## src/rtl/i2ct_pkg.sv

```systemverilog
package i2ct_pkg;
  typedef enum logic [2:0] {
    PH_IDLE,
    PH_DEV,
    PH_PTR,
    PH_WR,
    PH_RD,
    PH_SKIP
  } phase_t;
endpackage

```

## src/rtl/i2ct_sync.sv

```systemverilog
module i2ct_sync #(
  parameter int STAGES = 2
) (
  input  logic clk,
  input  logic rst_n,
  input  logic line_i,
  output logic lvl,
  output logic rise,
  output logic fall
);
  // chain[STAGES-1] is the synchronised level, chain[STAGES] its previous value
  logic [STAGES:0] chain;

  always_ff @(posedge clk or negedge rst_n) begin
    if (!rst_n) chain <= '1;
    else        chain <= {chain[STAGES-1:0], line_i};
  end

  assign lvl  = chain[STAGES-1];
  assign rise = chain[STAGES-1] & ~chain[STAGES];
  assign fall = ~chain[STAGES-1] & chain[STAGES];
endmodule

```

## src/rtl/i2ct_regs.sv

```systemverilog
module i2ct_regs #(
  parameter int NREG = 16,
  parameter int DW   = 8,
  localparam int AW  = $clog2(NREG)
) (
  input  logic          clk,
  input  logic          rst_n,
  input  logic          bus_we,
  input  logic [AW-1:0] bus_addr,
  input  logic [DW-1:0] bus_wdata,
  output logic [DW-1:0] bus_rdata,
  input  logic          loc_we,
  input  logic [AW-1:0] loc_addr,
  input  logic [DW-1:0] loc_wdata,
  output logic [DW-1:0] loc_rdata
);
  logic [DW-1:0] mem [NREG];

  for (genvar g = 0; g < NREG; g++) begin : g_reg
    always_ff @(posedge clk or negedge rst_n) begin
      if (!rst_n)                            mem[g] <= '0;
      else if (bus_we && bus_addr == AW'(g)) mem[g] <= bus_wdata;
      else if (loc_we && loc_addr == AW'(g)) mem[g] <= loc_wdata;
    end
  end

  assign bus_rdata = mem[bus_addr];
  assign loc_rdata = mem[loc_addr];
endmodule

```

## src/rtl/i2ct_fsm.sv

```systemverilog
module i2ct_fsm
  import i2ct_pkg::*;
#(
  parameter int DW   = 8,
  parameter int NREG = 16,
  parameter logic [DW-2:0] DEV_ADDR = 7'h1A,
  localparam int AW  = $clog2(NREG),
  localparam int CW  = $clog2(DW) + 1
) (
  input  logic          clk,
  input  logic          rst_n,
  input  logic          scl_lvl,
  input  logic          scl_rise,
  input  logic          scl_fall,
  input  logic          sda_lvl,
  input  logic          sda_rise,
  input  logic          sda_fall,
  input  logic [DW-1:0] rd_data,
  output logic [AW-1:0] ptr,
  output logic          wr_en,
  output logic [DW-1:0] wr_data,
  output logic          sda_drive
);
  phase_t        phase_q, phase_d;
  logic          in_ack_q, in_ack_d;
  logic [CW-1:0] bitcnt_q, bitcnt_d;
  logic [DW-1:0] shreg_q, shreg_d;
  logic [DW-1:0] txsh_q, txsh_d;
  logic [AW-1:0] ptr_q, ptr_d, ptr_inc;
  logic          drive_q, drive_d;
  logic          mack_q, mack_d;
  logic          start, stop;

  assign start   = scl_lvl & sda_fall;
  assign stop    = scl_lvl & sda_rise;
  assign ptr_inc = (ptr_q == AW'(NREG - 1)) ? '0 : ptr_q + 1'b1;

  always_comb begin
    phase_d  = phase_q;
    in_ack_d = in_ack_q;
    bitcnt_d = bitcnt_q;
    shreg_d  = shreg_q;
    txsh_d   = txsh_q;
    ptr_d    = ptr_q;
    drive_d  = drive_q;
    mack_d   = mack_q;
    wr_en    = 1'b0;
    if (start || stop) begin
      phase_d  = start ? PH_DEV : PH_IDLE;
      in_ack_d = 1'b0;
      bitcnt_d = '0;
      drive_d  = 1'b0;
    end else begin
      case (phase_q)
        PH_DEV, PH_PTR, PH_WR: begin
          if (!in_ack_q) begin
            if (scl_rise && bitcnt_q != CW'(DW)) begin
              shreg_d  = {shreg_q[DW-2:0], sda_lvl};
              bitcnt_d = bitcnt_q + 1'b1;
            end
            if (scl_fall && bitcnt_q == CW'(DW)) begin
              in_ack_d = 1'b1;
              drive_d  = 1'b1;
              if (phase_q == PH_DEV) begin
                if (shreg_q[DW-1:1] != DEV_ADDR) begin
                  phase_d  = PH_SKIP;
                  in_ack_d = 1'b0;
                  drive_d  = 1'b0;
                end
              end else if (phase_q == PH_PTR) begin
                ptr_d = shreg_q[AW-1:0];
              end else begin
                wr_en = 1'b1;
                ptr_d = ptr_inc;
              end
            end
          end else if (scl_fall) begin
            in_ack_d = 1'b0;
            drive_d  = 1'b0;
            bitcnt_d = '0;
            if (phase_q == PH_DEV) begin
              if (shreg_q[0]) begin
                phase_d = PH_RD;
                txsh_d  = rd_data;
                drive_d = ~rd_data[DW-1];
              end else begin
                phase_d = PH_PTR;
              end
            end else begin
              phase_d = PH_WR;
            end
          end
        end
        PH_RD: begin
          if (!in_ack_q) begin
            if (scl_fall) begin
              if (bitcnt_q == CW'(DW - 1)) begin
                in_ack_d = 1'b1;
                drive_d  = 1'b0;
                ptr_d    = ptr_inc;
              end else begin
                bitcnt_d = bitcnt_q + 1'b1;
                txsh_d   = {txsh_q[DW-2:0], 1'b0};
                drive_d  = ~txsh_q[DW-2];
              end
            end
          end else begin
            if (scl_rise) mack_d = sda_lvl;
            if (scl_fall) begin
              in_ack_d = 1'b0;
              bitcnt_d = '0;
              if (!mack_q) begin
                txsh_d  = rd_data;
                drive_d = ~rd_data[DW-1];
              end else begin
                phase_d = PH_SKIP;
              end
            end
          end
        end
        default: ;
      endcase
    end
  end

  always_ff @(posedge clk or negedge rst_n) begin
    if (!rst_n) begin
      phase_q  <= PH_IDLE;
      in_ack_q <= 1'b0;
      bitcnt_q <= '0;
      shreg_q  <= '0;
      txsh_q   <= '0;
      ptr_q    <= '0;
      drive_q  <= 1'b0;
      mack_q   <= 1'b1;
    end else begin
      phase_q  <= phase_d;
      in_ack_q <= in_ack_d;
      bitcnt_q <= bitcnt_d;
      shreg_q  <= shreg_d;
      txsh_q   <= txsh_d;
      ptr_q    <= ptr_d;
      drive_q  <= drive_d;
      mack_q   <= mack_d;
    end
  end

  assign ptr       = ptr_q;
  assign wr_data   = shreg_q;
  assign sda_drive = drive_q;

  // a stored byte advances the pointer by one, modulo the register count
  assert_ptr_step_R5: assert property (@(posedge clk) disable iff (!rst_n)
    wr_en |=> (ptr_q == AW'((32'($past(ptr_q)) + 1) % NREG)));

  // an acknowledge of the address byte only follows a matching address
  assert_ack_match_R3: assert property (@(posedge clk) disable iff (!rst_n)
    (phase_q == PH_DEV && in_ack_q) |-> (shreg_q[DW-1:1] == DEV_ADDR));

  // while ignoring the bus, SDA is never pulled
  assert_skip_quiet_R3: assert property (@(posedge clk) disable iff (!rst_n)
    (phase_q == PH_SKIP) |-> !drive_q);

  // the master's acknowledge slot after a read byte is left free
  assert_read_release_R7: assert property (@(posedge clk) disable iff (!rst_n)
    (phase_q == PH_RD && in_ack_q) |-> !drive_q);

  // no change of the SDA drive while SCL is high, barring bus conditions
  assert_oe_quiet_high_R10: assert property (@(posedge clk) disable iff (!rst_n)
    (scl_lvl && !start && !stop) |=> $stable(drive_q));
endmodule

```

## src/rtl/i2ct_top.sv

```systemverilog
module i2ct_top #(
  parameter int DW   = 8,
  parameter int NREG = 16,
  parameter logic [DW-2:0] DEV_ADDR = 7'h1A,
  parameter int SYNC_STAGES = 2,
  localparam int AW = $clog2(NREG)
) (
  input  logic          clk,
  input  logic          rst_n,
  input  logic          scl_i,
  input  logic          sda_i,
  output logic          sda_oe,
  input  logic [AW-1:0] lcl_addr,
  input  logic          lcl_we,
  input  logic [DW-1:0] lcl_wdata,
  output logic [DW-1:0] lcl_rdata
);
  logic [1:0]    rst_pipe;
  logic          rst_n_i;
  logic          scl_lvl, scl_rise, scl_fall;
  logic          sda_lvl, sda_rise, sda_fall;
  logic [AW-1:0] ptr;
  logic          wr_en;
  logic [DW-1:0] wr_data, rd_data;

  always_ff @(posedge clk or negedge rst_n) begin
    if (!rst_n) rst_pipe <= '0;
    else        rst_pipe <= {rst_pipe[0], 1'b1};
  end
  assign rst_n_i = rst_pipe[1];

  i2ct_sync #(.STAGES(SYNC_STAGES)) u_scl_sync (
    .clk(clk), .rst_n(rst_n_i), .line_i(scl_i),
    .lvl(scl_lvl), .rise(scl_rise), .fall(scl_fall)
  );

  i2ct_sync #(.STAGES(SYNC_STAGES)) u_sda_sync (
    .clk(clk), .rst_n(rst_n_i), .line_i(sda_i),
    .lvl(sda_lvl), .rise(sda_rise), .fall(sda_fall)
  );

  i2ct_fsm #(.DW(DW), .NREG(NREG), .DEV_ADDR(DEV_ADDR)) u_fsm (
    .clk(clk), .rst_n(rst_n_i),
    .scl_lvl(scl_lvl), .scl_rise(scl_rise), .scl_fall(scl_fall),
    .sda_lvl(sda_lvl), .sda_rise(sda_rise), .sda_fall(sda_fall),
    .rd_data(rd_data), .ptr(ptr), .wr_en(wr_en), .wr_data(wr_data),
    .sda_drive(sda_oe)
  );

  i2ct_regs #(.NREG(NREG), .DW(DW)) u_regs (
    .clk(clk), .rst_n(rst_n_i),
    .bus_we(wr_en), .bus_addr(ptr), .bus_wdata(wr_data), .bus_rdata(rd_data),
    .loc_we(lcl_we), .loc_addr(lcl_addr), .loc_wdata(lcl_wdata),
    .loc_rdata(lcl_rdata)
  );
endmodule

```

## config.mk

```make
export PLATFORM = sky130hd
export DESIGN_NAME = i2ct_top
export DESIGN_NICKNAME = d
export VERILOG_FILES = /design/src/rtl/i2ct_pkg.sv /design/src/rtl/i2ct_sync.sv /design/src/rtl/i2ct_regs.sv /design/src/rtl/i2ct_fsm.sv /design/src/rtl/i2ct_top.sv
export SDC_FILE = /design/constraint.sdc
export NUM_CORES = 1
export LEC_CHECK = 0
export BUFFER_PORTS_ARGS = -buffer_cell sky130_fd_sc_hd__buf_4
export CORE_ASPECT_RATIO = 1.4
export CORE_UTILIZATION = 40
export DETAILED_ROUTE_END_ITERATION = 12
export GPL_ROUTABILITY_DRIVEN = 1
export GPL_TIMING_DRIVEN = 0
export SLEW_MARGIN = 5
export SYNTH_ARGS = -nofsm -noshare
export SYNTH_HDL_FRONTEND = slang
export SYNTH_SLANG_ARGS = --single-unit
```

## constraint.sdc

```tcl
create_clock -name clk -period 6 [get_ports clk]
set_input_delay 1.5 -clock clk [delete_from_list [all_inputs] [get_ports clk]]
set_output_delay 1.5 -clock clk [all_outputs]
set_load 0.005 [all_outputs]
```

Yosys cells after proc, flatten, opt, wreduce, memory -nomap -nowiden
Cells that the tools add are included.
{"block": "totals", "wordCells": 277, "inputBits": 17, "reg_bits": 165}
{"block": "op_classes", "n_eq_ne": 61, "order_cmp": 2, "n_reduce_logical": 63, "bitwise_logic": 16, "add_sub_neg": 2, "muxes": 106}
{"cell": "two-way mux 8 bit", "n": 36}
{"cell": "== test 4 bit, second input constant", "n": 17}
{"cell": "binary-select mux 8 bit (select 4 bit)", "n": 2}
{"cell": "two-way mux 7 bit", "n": 9}
{"cell": "two-way mux 4 bit", "n": 15}
{"cell": "== test 4 x 3 -> 1 bit, second input constant", "n": 9}
{"cell": "logical AND 1 bit", "n": 34}
{"cell": "nonzero test 2 bit", "n": 17}
{"cell": "two-way mux 3 bit", "n": 11}
{"cell": "two-way mux 1 bit", "n": 27}
{"cell": "inequality test 4 x 1 -> 1 bit, second input constant", "n": 5}
{"cell": "== test 4 x 2 -> 1 bit, second input constant", "n": 4}
{"cell": "one-hot mux 4 bit (2 select lines)", "n": 2}
{"cell": "AND reduction 8 bit", "n": 2}
{"cell": "inequality test 2 x 1 -> 1 bit, second input constant", "n": 7}
{"cell": "one-hot mux 7 bit (2 select lines)", "n": 1}
{"cell": "AND reduction 4 bit", "n": 3}
{"cell": ">= comparator 5 bit, second input constant", "n": 2}
{"cell": "inverter 4 -> 5 bit", "n": 2}
{"cell": "inequality test 3 x 1 -> 1 bit, second input constant", "n": 3}
{"cell": "AND reduction 9 bit", "n": 1}
{"cell": "adder 4 x 1 -> 4 bit, second input constant", "n": 2}
{"cell": "== test 4 x 1 -> 1 bit, second input constant", "n": 2}
{"cell": "logical NOT 4 bit", "n": 2}
{"cell": "18 further kinds", "n": 35}

Depth between registers and ports, before layout
Gate-level depths: netlist of run 1.
{"block": "depth", "word_depth": 11, "ltp_mapped": 9, "mapped_depth_nobuf": 7}

Cells and area by module
From an unflattened synthesis of run 1, not the netlist that was laid out.
{"block": "unflattened", "cells_unflattened": 1136, "hier_area_um2": 10671.5}
{"module": "i2ct_regs", "seq_area_each_um2": 3203.1, "n_inst": 1, "area_per_inst_um2": 8653.3, "cells_per_inst": 956}
{"module": "i2ct_fsm", "seq_area_each_um2": 726.9, "n_inst": 1, "area_per_inst_um2": 1776.7, "cells_per_inst": 167}
{"module": "i2ct_sync", "seq_area_each_um2": 78.8, "n_inst": 2, "area_per_inst_um2": 93.8, "cells_per_inst": 5}
{"module": "i2ct_top", "seq_area_each_um2": 50.0, "n_inst": 1, "area_per_inst_um2": 53.8, "cells_per_inst": 3}

Worst setup path before layout of run 1
Ideal clock, no wire load.
{"block": "synth_path", "path_type": "input port to output port", "from": "in lcl_addr[0]", "to": "out lcl_rdata[0]", "setup_slack_ns": 1.423, "arrival_time_ns": 3.077, "t_required_ns": 4.500, "path_stages": 4, "cell_sequence": "buf_2 > buf_2 > mux4_2 > mux4_2"}
{"block": "synth_between", "elab_chain_len": 4}
{"item": "from (decl)", "line_no": "i2ct_top.sv:13", "source": "input logic [AW-1:0] lcl_addr,"}
{"item": "inverter 4 -> 5 bit (not written as such)", "line_no": "i2ct_regs.sv:28", "source": "assign loc_rdata = mem[loc_addr];"}
{"item": "binary-select mux 8 bit (select 4 bit)", "line_no": "i2ct_regs.sv:28"}
{"item": "two-way mux 8 bit (not written as such) (2 in a row)", "line_no": "i2ct_regs.sv:28"}
{"item": "to (decl)", "line_no": "i2ct_top.sv:16", "source": "output logic [DW-1:0] lcl_rdata"}
No other way between the ends. The select of a mux whose other input is x is not followed.

Worst setup path after layout of run 1
{"block": "layout_path", "from": "in lcl_addr[1]", "to": "out lcl_rdata[4]"}
Same word-level chain as after synthesis.

==> results of run 1 <==
-- report_power, final --
part / switching (uW) / leakage, uW / internal (uW) / total (uW)
sequential: 231 / 0.00186 / 1390 / 1620
combinational: 717 / 0.00245 / 517 / 1230
clock: 470 / 0.000327 / 782 / 1250
-- flip-flops by register name, indices dropped and copies added, names as in the netlist --
| signal | count |
|---|---|
| rst_pipe | 2 |
| u_fsm.bitcnt_q | 4 |
| u_fsm.in_ack_q | 1 |
| u_fsm.mack_q | 1 |
| u_fsm.phase_q | 3 |
| u_fsm.ptr | 4 |
| u_fsm.sda_drive | 1 |
| u_fsm.txsh_q | 7 |
| u_fsm.wr_data | 8 |
| u_regs.mem | 128 |
| u_scl_sync.chain | 3 |
| u_sda_sync.chain | 3 |
-- per-layer routing --
metal	vias up	global-route usage (%)
li1	3557	-
met1	4097	35.4
met2	369	43.6
met3	94	4.52
met4	0	22.1
met5	-	0
-- cell type report --
class | instances | area, um^2
fillers | 2271 | 13300
clock inverters | 9 | 174
clock buffers | 23 | 488
well taps | 315 | 394
inverters | 7 | 26.3
flip-flops and latches | 165 | 4140
repair buffers | 26 | 235
plain buffers | 78 | 364
multi-input cells | 689 | 5620
-- path summary, 6_finish.rpt --
check | start | end | cells after the start
min reg2reg | u_sda_sync.chain[0] | u_sda_sync.chain[1] | 0
min in group asynchronous | rst_pipe[1] | u_regs.mem[7] | 0
max | lcl_addr[1] | lcl_rdata[4] | 6
max reg2reg | u_fsm.ptr[1] | u_regs.mem[126] | 9
max in group asynchronous | rst_pipe[1] | u_sda_sync.chain[2] | 1
min | u_sda_sync.chain[0] | u_sda_sync.chain[1] | 0
-- through the flow --
step / instance area, um^2 / TNS [ns]
detailed placement: 10800 / 0
floorplan: 10200 / 0
global placement: 10700 / -186.75
CTS: 11400 / 0
global route: 11400 / 0
finish: 11400 / 0
-- worst register-to-register path: cells and delay by family (launching register included) --
family                   cells  cell delay (ns)
buffers and inverters        5             1.42
flip-flops                   1             0.40
AND/OR/NAND/NOR              2             0.40
adder cells (fa/ha/maj)      1             0.38
AO/OA/AOI/OAI                1             0.16
-- cells by family (layout without fill, tap and decap cells) --
logic type | count (synthesis) | after routing | share of synthesized area (%)
other | 1 | 1 | 0.0369
and+or+nand+nor | 253 | 253 | 12.8
adders and majority gates | 6 | 6 | 0.740
DFF | 165 | 165 | 40.8
AOI/OAI and AO/OA | 204 | 204 | 11.5
muxes | 224 | 224 | 30.2
buffers and inverters | 85 | 143 | 3.85
xor gates and xnor gates | 1 | 1 | 0.0863
-- Yosys cell counts, types with 11 or more instances --
| library cell | n | area, um^2 |
|---|---|---|
| nor2_1 | 156 | 586 |
| nand2b_1 | 11 | 68.8 |
| buf_2 | 23 | 115 |
| a21oi_1 | 141 | 706 |
| dfrtp_1 | 158 | 3950 |
| mux2_2 | 19 | 214 |
| clkbuf_1 | 37 | 139 |
| mux2i_1 | 141 | 1410 |
| nand2_1 | 21 | 78.8 |
| nand3_1 | 12 | 60.1 |
| mux4_2 | 64 | 1440 |
| o21ai_0 | 17 | 85.1 |
==> qor.yml, run 1 <==
synth_area_per_cell_um2: 10.8
vias: 8117
critical_path_class: "input pin to output pin"
area_delta_synth_final_pct: 12.8
synth_cell_types: 64
rows: 68
synth-main-ff-cell: "dfrtp_1"
synthArstFlopShare_pct: 100
place_hpwl_um: 25600
wl_met1_um: 13600
relSlewSlack_pct: 25.4
ys_warn_count: 0
rsz0062_at_grt: "no"
hp-class: "register to register"
tightestPinTransition_ns: 1.11
worstPathArrival_ns: 3.71
netlist_area_um2: 10200
ys_seq_area_share_pct: 40.8
setup-violations-final: 0
cts_resized: 0
min_period_over_period_pct: 86.9
io_buffers: 24
topRoutingLayerUsed: "met4"
core_um2: 24800
final_cells: 1312
io_pins: 26
start_kind: "input pin"
end_kind: "output pin"
cts_max_level: 4
p_total_uw: 4100
nNetsFinal: 1007
cts_setup_buffers: 0
antenna_found_initial: 0
cts_sinks: 165
cts_buffers: 17
place_ws_ns: 0.821
reg2reg_setup_slack_ns: 3.16
track_usage_pct: 28.3
dp_cells: 1280
p_per_area_nw_per_um2: 359
critPathMaxFanout: 10
final_cell_mix: "dfrtp_1 (157), nor2_1 (156), a21oi_1 (141), mux2i_1 (141), mux4_2 (64)"
final_util_pct: 46.2
via_per_inst: 6.19
drt_iter0_drc: 734
maxSlewViolCount: 0
fp.dieW_um: 137
fin_ws_ns: 0.788
cts-root-buf: "clkbuf_16"
worst-path-buf-inv: 4
hold_buffers: 0
crit_required_ns: 4.50
ys_ff_latch: 165
syn_nets: 962
mostFrequentLayoutCell: "dfrtp_1"
maxCapViolations: 0
cp_top_family: "buffers and inverters"
dr_wl_met2_um: 16300
synth_cells: 939
grt_pass1_wl_um: 51900
diodes: 0
fin_skew_ns: 0.0109
clock_latency_ns: 0.45
synth-edff-count: 0
wirelength_um: 35000
hold_violations: 0
fin_hold_ws_ns: 0.357
drive_gt1_share_pct: 19.9
initial_core_util_pct: 41.0
clk_path_buf_depth: 2
max_stage_delay_ns: 0.66
fmax_ghz: 0.192
p_leak_uw: 0.00464
crit_path_cell_trace: "buf_4 > buf_2 > clkbuf_1 > mux4_2 > mux4_2 > buf_4"
route.detailed.drc: 0
crit_slowest_cell: "clkbuf_1"
first_global_vias: 7868
status: "completed"
drt-pass1-iter-count: 5
avgRoutedWirePerCell_um: 26.7
met3_wirelength_um: 2220
overflow: 0
die_area_um2: 26000
antenna_left: 0
path_clk_slew_ns: 0.07
ir_worst_vdd_v: 0.000233
grt_max_degree: 62
cts_tree: "yes"
die_height_um: 190
post-route-min-period_ns: 5.21
gp_congestion: 1.05
No activity file was read; power rests on OpenSTA's default activity.
==> run 2: changes to the inputs <==
- MAX_ROUTING_LAYER: not set -> met4
- PLACE_DENSITY: not set -> 0.63
==> qor.yml, run 2 (same netlist as run 1, synthesis figures left out) <==
post-route-min-period_ns: 5.38
via_per_inst: 6.37
hold_buffers: 0
fin_skew_ns: 0.0109
largest_reg_flops: 128
crit_cells: 6
gp_congestion: 1.02
p_per_area_nw_per_um2: 355
die_area_um2: 26000
reg2reg_depth: 9
cts_sinks: 165
crit_path_cell_trace: "buf_4 > buf_2 > clkbuf_1 > mux4_2 > mux4_2 > buf_4"
wirelength_um: 36800
antenna_found_initial: 0
maxCapViolations: 0
reg2reg_from: "u_fsm.ptr[1]"
cts_setup_buffers: 0
top_register: "u_regs.mem"
min_period_over_period_pct: 89.6
initial_core_util_pct: 41.0
core_um2: 24800
fin_ws_ns: 0.623
status: "completed"
clkPwrFrac_pct: 29.7
critical_path_class: "input pin to output pin"
drt-pass1-iter-count: 6
overflow: 0
nNetsFinal: 1008
end_kind: "output pin"
hp-class: "register to async pin"
cts_resized: 0
worstReg2RegEnd: "u_regs.mem[126]"
crit_required_ns: 4.50
vias: 8365
hold_violations: 0
tightestPinTransition_ns: 1.33
reg2reg_setup_slack_ns: 3.07
p_comb_share_pct: 30.5
rsz0062_at_grt: "no"
track_usage_pct: 31.0
drt_iter0_drc: 842
p_sw_share_pct: 34.9
cts_max_level: 4
cts_tree: "yes"
setup-violations-final: 0
area_delta_synth_final_pct: 12.7
relSlewSlack_pct: 10.7
seqPwrFrac_pct: 39.8
ir_worst_vdd_v: 0.000226
rows: 68
drive_gt1_share_pct: 19.6
maxSlewViolCount: 0
worstPathArrival_ns: 3.88
cts_buffers: 17
first_global_vias: 8344
final.setup.tns_ns: 0
p_total_uw: 4070
place_hpwl_um: 26200
max_stage_delay_ns: 0.80
place_ws_ns: 0.666
avgRoutedWirePerCell_um: 28.0
mostFrequentLayoutCell: "dfrtp_1"
diodes: 0
final_cell_mix: "dfrtp_1 (157), nor2_1 (156), a21oi_1 (141), mux2i_1 (141), mux4_2 (64)"
p_leak_uw: 0.00462
fmax_ghz: 0.186
path_clk_slew_ns: 0.07
startpoint: "lcl_addr[1]"
fp.dieW_um: 137
final_util_pct: 46.2
route.detailed.drc: 0
grt_max_degree: 52
clock_latency_ns: 0.44
io_buffers: 24
critPathMaxFanout: 10
clk_path_buf_depth: 2
start_kind: "input pin"
io_pins: 26
cp_top_family: "buffers and inverters"
antenna_left: 0
grt_pass1_wl_um: 55300
intPower_uw: 2650
p_sw_uw: 1420
die_height_um: 190
worst-path-buf-inv: 4
fin_hold_ws_ns: 0.228
critPathCapture: "lcl_rdata[4]"
crit_slowest_cell: "clkbuf_1"
cts-root-buf: "clkbuf_16"
[run 2: power groups by stage]
| stage | clock network, uW | registers, uW | logic [uW] |
|---|---|---|---|
| floorplan | 0 | 1550 | 806 |
| global placement | 0 | 1630 | 1170 |
| detailed placement | 0 | 1620 | 1220 |
| CTS | 1220 | 1610 | 1220 |
| global route | 1260 | 1650 | 1320 |
| finish | 1210 | 1620 | 1240 |
[run 2: final cells by class]
| class | instances | area [um^2] |
|---|---|---|
| plain buffers | 78 | 364 |
| clock buffers | 22 | 444 |
| fillers | 2317 | 13300 |
| repair buffers | 27 | 263 |
| multi-input cells | 689 | 5620 |
| well taps | 315 | 394 |
| clock inverters | 10 | 184 |
| inverters | 7 | 26.3 |
| flip-flops and latches | 165 | 4140 |
[run 2: metrics by stage]
| step | cell area (um^2) | instances |
|---|---|---|
| finish | 11400 | 1313 |
| floorplan | 10200 | 939 |
| global placement | 10700 | 1278 |
| CTS | 11400 | 1313 |
| global route | 11400 | 1313 |
| detailed placement | 10800 | 1281 |
[run 2: worst min-delay path by stage]
stage / depth (start not counted) / from / slack, ns / end
2_1_floorplan: 0 / rst_pipe[0] / 0.33 / rst_pipe[1]
3_5_place_dp: 0 / rst_pipe[1] / 0.23 / u_regs.mem[76]
3_3_place_gp: 0 / rst_pipe[0] / 0.34 / rst_pipe[1]
4_1_cts: 0 / rst_pipe[1] / 0.24 / u_regs.mem[13]
5_1_grt: 0 / rst_pipe[1] / 0.25 / u_regs.mem[13]
6_report: 0 / rst_pipe[1] / 0.23 / u_regs.mem[13]
[run 2: worst register-to-register path, delay by kind of cell (launching register included)]
family,cells,cell delay [ns]
AO/OA/AOI/OAI,1,0.15
AND/OR/NAND/NOR,2,0.44
buffers and inverters,5,1.52
flip-flops,1,0.39
adder cells (fa/ha/maj),1,0.36
[run 2: layer usage]
layer  vias up  share of wire (%)  GRT usage [%]
li1       3561                  -              -
met1      4207                 36           35.7
met2       475                 47           47.0
met3       122                7.5           5.82
met4         0                8.9           24.8
met5         -                  0              -
